$ cat src/rtl/mult_pkg.sv
// Shared types for the shift-add multiplier.
// Assumes nothing beyond a two-bit state encoding.
package mult_pkg;
    typedef enum logic [1:0] {
        ST_IDLE = 2'd0,
        ST_RUN  = 2'd1,
        ST_DONE = 2'd2
    } mult_state_e;
endpackage

$ cat src/rtl/mult_adder.sv
// Ripple-carry adder of W bits built from a generated chain of full adders.
// Assumes W >= 1; carry-in is fixed at zero.
module mult_adder #(
    parameter int W = 8
) (
    input  logic [W-1:0] op_a,
    input  logic [W-1:0] op_b,
    output logic [W-1:0] sum,
    output logic         cout
);
    logic [W:0] carry;

    assign carry[0] = 1'b0;

    // One full-adder cell per bit position.
    for (genvar i = 0; i < W; i++) begin : g_bit
        assign sum[i]     = op_a[i] ^ op_b[i] ^ carry[i];
        assign carry[i+1] = (op_a[i] & op_b[i]) | (carry[i] & (op_a[i] ^ op_b[i]));
    end

    assign cout = carry[W];
endmodule

$ cat src/rtl/mult_ctrl.sv
// Control sequencer: idle / run / done with a step counter.
// Assumes W >= 1; start is honoured only in the idle state.
module mult_ctrl
    import mult_pkg::*;
#(
    parameter int W = 8
) (
    input  logic clk,
    input  logic rst_n,
    input  logic start,
    output logic load,
    output logic step,
    output logic busy,
    output logic done
);
    localparam int          CW   = $clog2(W + 1);
    localparam logic [CW-1:0] LAST = CW'(W - 1);

    mult_state_e   state_q, state_d;
    logic [CW-1:0] cnt_q;

    // Next-state selection.
    always_comb begin
        state_d = state_q;
        unique case (state_q)
            ST_IDLE: if (start)         state_d = ST_RUN;
            ST_RUN:  if (cnt_q == LAST) state_d = ST_DONE;
            ST_DONE:                    state_d = ST_IDLE;
            default:                    state_d = ST_IDLE;
        endcase
    end

    // State register with synchronous reset.
    always_ff @(posedge clk) begin
        if (!rst_n) state_q <= ST_IDLE;
        else        state_q <= state_d;
    end

    // Step counter: cleared on load, advanced on each working cycle.
    always_ff @(posedge clk) begin
        if (!rst_n)    cnt_q <= '0;
        else if (load) cnt_q <= '0;
        else if (step) cnt_q <= cnt_q + 1'b1;
    end

    // Decoded controls.
    always_comb begin
        load = (state_q == ST_IDLE) && start;
        step = (state_q == ST_RUN);
        busy = (state_q != ST_IDLE);
        done = (state_q == ST_DONE);
    end
endmodule

$ cat src/rtl/mult_datapath.sv
// Datapath: multiplicand register, accumulator and low-half register,
// with a zero/multiplicand select ahead of one W-bit adder. Add and
// right shift happen in the same cycle, so the carry never needs storage.
// Assumes load and step are never high together.
module mult_datapath #(
    parameter int W = 8
) (
    input  logic         clk,
    input  logic         rst_n,
    input  logic         load,
    input  logic         step,
    input  logic [W-1:0] mcand,
    input  logic [W-1:0] mplier,
    output logic [W-1:0] acc,
    output logic [W-1:0] low
);
    logic [W-1:0] mcand_q, acc_q, low_q;
    logic [W-1:0] addend, sum;
    logic         cout;

    // Add/no-add select driven by the low-half LSB.
    always_comb addend = low_q[0] ? mcand_q : '0;

    mult_adder #(.W(W)) u_add (
        .op_a (acc_q),
        .op_b (addend),
        .sum  (sum),
        .cout (cout)
    );

    // Operand capture and combined add-then-shift of carry:acc:low.
    always_ff @(posedge clk) begin
        if (!rst_n) begin
            mcand_q <= '0;
            acc_q   <= '0;
            low_q   <= '0;
        end else if (load) begin
            mcand_q <= mcand;
            acc_q   <= '0;
            low_q   <= mplier;
        end else if (step) begin
            acc_q   <= {cout, sum[W-1:1]};
            low_q   <= {sum[0], low_q[W-1:1]};
        end
    end

    assign acc = acc_q;
    assign low = low_q;
endmodule

$ cat src/rtl/shift_add_mult.sv
// Top of the sequential unsigned multiplier: W cycles per product.
// Assumes operands are valid at the edge that accepts start.
module shift_add_mult #(
    parameter int W = 8
) (
    input  logic           clk,
    input  logic           rst_n,
    input  logic           start,
    input  logic [W-1:0]   multiplicand,
    input  logic [W-1:0]   multiplier,
    output logic           busy,
    output logic           done,
    output logic [2*W-1:0] product
);
    logic         load, step;
    logic [W-1:0] acc, low;

    mult_ctrl #(.W(W)) u_ctrl (
        .clk   (clk),
        .rst_n (rst_n),
        .start (start),
        .load  (load),
        .step  (step),
        .busy  (busy),
        .done  (done)
    );

    mult_datapath #(.W(W)) u_dp (
        .clk    (clk),
        .rst_n  (rst_n),
        .load   (load),
        .step   (step),
        .mcand  (multiplicand),
        .mplier (multiplier),
        .acc    (acc),
        .low    (low)
    );

    assign product = {acc, low};
endmodule

$ cat config.mk
export PLATFORM = sky130hd
export DESIGN_NAME = shift_add_mult
export DESIGN_NICKNAME = d
export VERILOG_FILES = /design/src/rtl/mult_pkg.sv /design/src/rtl/mult_adder.sv /design/src/rtl/mult_ctrl.sv /design/src/rtl/mult_datapath.sv /design/src/rtl/shift_add_mult.sv
export SDC_FILE = /design/constraint.sdc
export NUM_CORES = 1
export LEC_CHECK = 0
export BUFFER_PORTS_ARGS = -buffer_cell sky130_fd_sc_hd__clkbuf_2
export CELL_PAD_IN_SITES_DETAIL_PLACEMENT = 0
export CELL_PAD_IN_SITES_GLOBAL_PLACEMENT = 1
export CORE_UTILIZATION = 36
export CTS_CLUSTER_DIAMETER = 120
export DETAILED_ROUTE_END_ITERATION = 16
export GPL_TIMING_DRIVEN = 0
export PLACE_DENSITY = 0.78
export SKIP_LAST_GASP = 1
export SLEW_MARGIN = 30
export SYNTH_ARGS = -nofsm -noshare
export SYNTH_HDL_FRONTEND = slang
export SYNTH_SLANG_ARGS = --single-unit
$ cat constraint.sdc
create_clock -name clk -period 6.5 [get_ports clk]
set_input_delay 0.325 -clock clk [delete_from_list [all_inputs] [get_ports clk]]
set_output_delay 0.325 -clock clk [all_outputs]
set_load 0.01 [all_outputs]
# Word level (Yosys, flattened, before mapping)
# Index checks and enable logic that the tools add are counted.
classes:
  addsub: 1
  n_eq_ne: 5
  n_reduce_logical: 6
  n_mux: 6
  n_bitwise: 38
ops:
  columns: ["op", "n"]
  rows:
  - ["two-way mux 8 bit", 3]
  - ["bitwise AND 1 bit", 15]
  - ["XOR 1 bit", 15]
  - ["bitwise OR 1 bit", 7]
  - ["adder 4 x 1 -> 4 bit (second input constant)", 1]
  - ["== test 4 x 3 -> 1 bit (second input constant)", 1]
  - ["two-way mux 2 bit", 2]
  - ["one-hot mux 2 bit (2 select lines)", 1]
  - ["nonzero test 2 bit", 2]
  - ["== test 2 x 1 -> 1 bit (second input constant)", 1]
  - ["== test 2 bit (second input constant)", 1]
  - ["logical NOT 2 bit", 1]
  - ["!= test 2 x 1 -> 1 bit (second input constant)", 1]
  - ["!= test 2 bit (second input constant)", 1]
  - ["AND reduction 2 bit", 1]
  - ["OR reduction 2 bit", 1]
  - ["logical AND 1 bit", 1]
  - ["inverter 1 bit", 1]
word_totals:
  input_bits: 19
  wordCells: 61
  regBits: 30
  output_inout_bits: 18

# Longest topological paths before layout
logic_depth:
  depth_word: 16
  ltp_mapped: 14
  depth_no_buf: 13

# By module
# A second synthesis with hierarchy kept.
unflattened:
  hier_cells: 144
  hier_area_um2: 1524.0
by_module_without_submodules:
  columns: ["module", "seq_area_each_um2", "instances", "area_each_um2", "cells_each"]
  rows:
  - ["mult_datapath", 480.5, 1, 1053.5, 95]
  - ["mult_ctrl", 120.1, 1, 280.3, 31]
  - ["mult_adder", 0.0, 1, 190.2, 18]

# Worst setup path before layout
# Ideal clock, no wire load.
synth_path:
  path_type: "register -> register"
  startpoint: "register u_dp.low_q[0], in the netlist u_dp.low[0]"
  endpoint: "register u_dp.acc_q[6], in the netlist u_dp.acc[6]"
  path_buffers: 1
  period_less_slack_ns: 3.648
  slack_ns: 2.852
  setup_time_ns: 0.086
  arrival_ns: 3.562
  stages_incl_launch_ff: 15
  t_required_ns: 6.414
  cell_sequence: "dfxtp_1 -> clkbuf_1 -> and2_1 -> ha_1 -> inv_1 -> fa_1 -> inv_1 -> fa_1 -> fa_1 -> fa_1 -> fa_1 -> fa_1 -> inv_1 -> fa_1 -> a211oi_1"
synth_between:
  elab_chain_cells: 15
  word_cells_on_any_way: 28
  classes_between: "mux (1); bitwise (27)"
synth_rtl:
  columns: ["element", "line_no", "source"]
  rows:
  - ["start: declaration", "mult_datapath.sv:17", "logic [W-1:0] mcand_q, acc_q, low_q;"]
  - ["start signal: assignment", "mult_datapath.sv:40", "low_q <= mplier;"]
  - ["start signal: assignment", "mult_datapath.sv:43", "low_q <= {sum[0], low_q[W-1:1]};"]
  - ["two-way mux 8 bit *", "mult_datapath.sv:22", "always_comb addend = low_q[0] ? mcand_q : '0;"]
  - ["bitwise AND 1 bit / XOR 1 bit (equally long branches)", "mult_adder.sv:18", "assign carry[i+1] = (op_a[i] & op_b[i]) | (carry[i] & (op_a[i] ^ op_b[i]));"]
  - ["bitwise AND 1 bit", "mult_adder.sv:18", null]
  - ["bitwise OR 1 bit", "mult_adder.sv:18", null]
  - ["bitwise AND 1 bit", "mult_adder.sv:18", null]
  - ["bitwise OR 1 bit", "mult_adder.sv:18", null]
  - ["bitwise AND 1 bit", "mult_adder.sv:18", null]
  - ["bitwise OR 1 bit", "mult_adder.sv:18", null]
  - ["bitwise AND 1 bit", "mult_adder.sv:18", null]
  - ["bitwise OR 1 bit", "mult_adder.sv:18", null]
  - ["bitwise AND 1 bit", "mult_adder.sv:18", null]
  - ["bitwise OR 1 bit", "mult_adder.sv:18", null]
  - ["bitwise AND 1 bit", "mult_adder.sv:18", null]
  - ["bitwise OR 1 bit", "mult_adder.sv:18", null]
  - ["XOR 1 bit *", "mult_adder.sv:17", "assign sum[i] = op_a[i] ^ op_b[i] ^ carry[i];"]
  - ["end signal: assignment", "mult_datapath.sv:42", "acc_q <= {cout, sum[W-1:1]};"]
  - ["end: declaration", "mult_datapath.sv:17", null]
# Every way passes the cells marked *; elsewhere a longest branch is shown, timed or not.
# A chain may end at the register's enable or synchronous reset.

# Worst setup path after layout
# Ends and elaborated chain as after synthesis.

==> results_dict.tcl <==
set metrics [dict create \
    status "finished clean" \
    cpMostUsedCell "fa_1" \
    switchingPower_uw 111 \
    path_delay_family "adder cells" \
    min_to "u_dp.mcand_q[6]$_SDFFE_PN0P_" \
    grt_max_degree 11 \
    finalMaxSlewViolations 0 \
    grt_pass1_wl_mm 5.41 \
    antenna_found_initial 0 \
    synthArstFlopShare_pct 0 \
    rsz0062_at_grt "false" \
    wl_per_cell_um 12.5 \
    p_per_area_nw_per_um2 246 \
    worstReg2RegStart "u_dp.low[0]$_SDFFE_PN0P_" \
    rows 22 \
    pwr-share-seq_pct 46.3 \
    critPathArrivalTime_ps 4070 \
    setup_slack_ps 2630 \
    gr-usage-all-layers_pct 17.7 \
    period_needed_ps 3870 \
    die_w_um 64.9 \
    fin_nets 236 \
    layout_common_cells "nand2_1, clkbuf_2, dfxtp_1" \
    grt_pass1_vias 1208 \
    hpwl_mm 2.32 \
    final_common_cell "nand2_1" \
    utilization_pct 47.6 \
    ys_types 31 \
    synth_edf_count 0 \
    min_from "multiplicand[6]" \
    vias 1256 \
    combPwrFrac_pct 13.0 \
    cap_violations 0 \
    critical_path.max_stage_delay_ps 410 \
    synth_flop_cell "dfxtp_1" \
    initial_core_util_pct 38.4 \
    final.setup_skew_ps 4.48 \
    ioPinCount 37 \
    synthTopCellsByArea "dfxtp_1, nand2_1, fa_1" \
    fin_cells 257 \
    ys_seq_elements 30 \
    tns_ps 0 \
    drt-met1-wl_mm 1.38 \
    setup_viol 0 \
    post_cts_resized 0 \
    area_growth_pct 24.2 \
    initialDrtViolationCount 28 \
    postCtsSetupBuffers 0 \
    clock-sinks 30 \
    cts_buffers 5 \
    path_class "flip-flop to flip-flop" \
    clk_pin_slew_ps 60 \
    clk_latency_ps 280 \
    hp-class "input pin to flip-flop" \
    holdWs_ps 266 \
    synth_cells 166 \
    cts-root-buf "clkbuf_8" \
    finalCritPeriodShare_pct 59.5 \
    postCtsHoldBufs 0 \
    coreArea_um2 3720 \
    vdd_ir_drop_max_mv 0.112 \
    wirelength_mm 3.21 \
    drive_gt1_share_pct 25.8 \
    ys_warn_count 0 \
    worst-r2r-setup-slack_ps 2630 \
    cts_buffer_depth 2 \
    synth_nets 194 \
    dp_slack_ps 2660 \
    die_height_um 64.9 \
    intPower_uw 325 \
    top_layer_used "met4" \
    final_antenna_net_count 0 \
    crit_chain "clkbuf_1, and2_1, ha_1, inv_1, fa_1, inv_1, fa_1, fa_1, fa_1, fa_1, fa_1, inv_1, fa_1, a211oi_1" \
    io_buffers 35 \
    via_per_inst 4.89 \
    cts_tree "built" \
    crit_path_start_kind "flip-flop" \
    syn_area_um2 1430 \
    fmax_mhz 259 \
    globalplace.congestion 0.765 \
    synth-seq-area-share_pct 42.1 \
    crit_buf_inv 4 \
    regToRegEndpoint "u_dp.acc[6]$_SDFFE_PP0P_" \
    dr.pass1.iters 4 \
    drcViolationCount 0 \
    antennaDiodeCount 0 \
    switching_share_pct 25.4 \
    wl_met2_mm 1.59 \
    final_hold_viol_count 0 \
    h-tree-depth 2 \
    routed-wl-met3_um 167 \
    worstPathRequired_ps 6700 \
    critical_path.max_fanout 10 \
    reg2reg_depth 14 \
    synth_top_area_share_pct 42.1 \
    leakage_uw 0.000758 \
    end_kind "flip-flop" \
    yosys.area.top_type "dfxtp_1" \
    holdPathStages 3 \
    clock_power_share_pct 40.7 \
    tightest_slew_ps 437 \
    dp_cells 249 \
    slew-limit-headroom_pct 70.8 \
    gr-total-overflow 0 \
    syn_area_per_cell_um2 8.59 \
    dieArea_um2 4210 \
    crit_slowest_cell "fa_1" \
]
## worst max-delay path by stage
stage / slack [ps] / depth (start not counted) / to / start
2_1_floorplan: 2850 / 14 / u_dp.acc[6]$_SDFFE_PP0P_ / u_dp.low[0]$_SDFFE_PN0P_
3_3_place_gp: 2670 / 14 / u_dp.acc[6]$_SDFFE_PP0P_ / u_dp.low[0]$_SDFFE_PN0P_
3_5_place_dp: 2660 / 14 / u_dp.acc[6]$_SDFFE_PP0P_ / u_dp.low[0]$_SDFFE_PN0P_
4_1_cts: 2600 / 14 / u_dp.acc[6]$_SDFFE_PP0P_ / u_dp.low[0]$_SDFFE_PN0P_
5_1_grt: 2430 / 14 / u_dp.acc[6]$_SDFFE_PP0P_ / u_dp.low[0]$_SDFFE_PN0P_
6_report: 2630 / 14 / u_dp.acc[6]$_SDFFE_PP0P_ / u_dp.low[0]$_SDFFE_PN0P_
## per-layer routing
layer | up-vias | global-route usage (%)
met3 | 7 | 5.11
met4 | 0 | 9.72
li1 | 629 | -
met5 | - | 0
met2 | 27 | 30.6
met1 | 593 | 19.1
## metrics by stage
stage	total power [uW]	instance area (um2)
2_1_floorplan	241	1430
3_3_place_gp	261	1660
3_5_place_dp	263	1660
4_1_cts	441	1770
5_1_grt	457	1770
6_report	436	1770
## tightest hold or removal path, delay by kind of cell
kind	cells	cell delay, ps
AO/OA/AOI/OAI	1	60
buffers and inverters	1	80
AND/OR/NAND/NOR	1	40
## cell families after synthesis
| group | share of synthesized area (%) |
|---|---|
| adder cells (fa/ha/maj) | 11.6 |
| flip-flops | 42.1 |
| AND/OR/NAND/NOR | 20.4 |
| XOR/XNOR | 1.23 |
| buffers and inverters | 6.41 |
| AO/OA/AOI/OAI | 18.3 |
## layout make-up
class	instances	area (um2)
buffer	11	65.1
clock buffer	8	110
fill	372	1950
inverter	7	26.3
multi-input combinational	118	733
sequential	30	601
tap	48	60.1
timing repair buffer	35	175
## power by group through the flow
stage	Sequential (uW)	Combinational (uW)	Clock, uW
3_5_place_dp	206	56.8	0
4_1_cts	202	57.4	182
3_3_place_gp	205	56.1	0
5_1_grt	203	64.2	190
2_1_floorplan	207	33.6	0
6_report	202	56.5	178
## flip-flops by register name, indices dropped and copies added, names as in the netlist
register and flops:
u_ctrl.cnt_q 4, u_ctrl.state_q 2, u_dp.acc 8, u_dp.low 8
u_dp.mcand_q 8
## cells in the mapped netlist (2+ instances only)
cell      count
nor2_1        7
nand2_1      39
a21oi_1      20
o221ai_1      2
nand2b_1      2
o21ai_0       3
and2_1        6
a211oi_1      3
a21boi_0      8
inv_1         7
ha_1          2
fa_1          7
buf_4         3
nor2b_1       2
clkbuf_1      3
o21ai_1       5
buf_2         4
dfxtp_1      30
(Power assumes the default switching activity.)
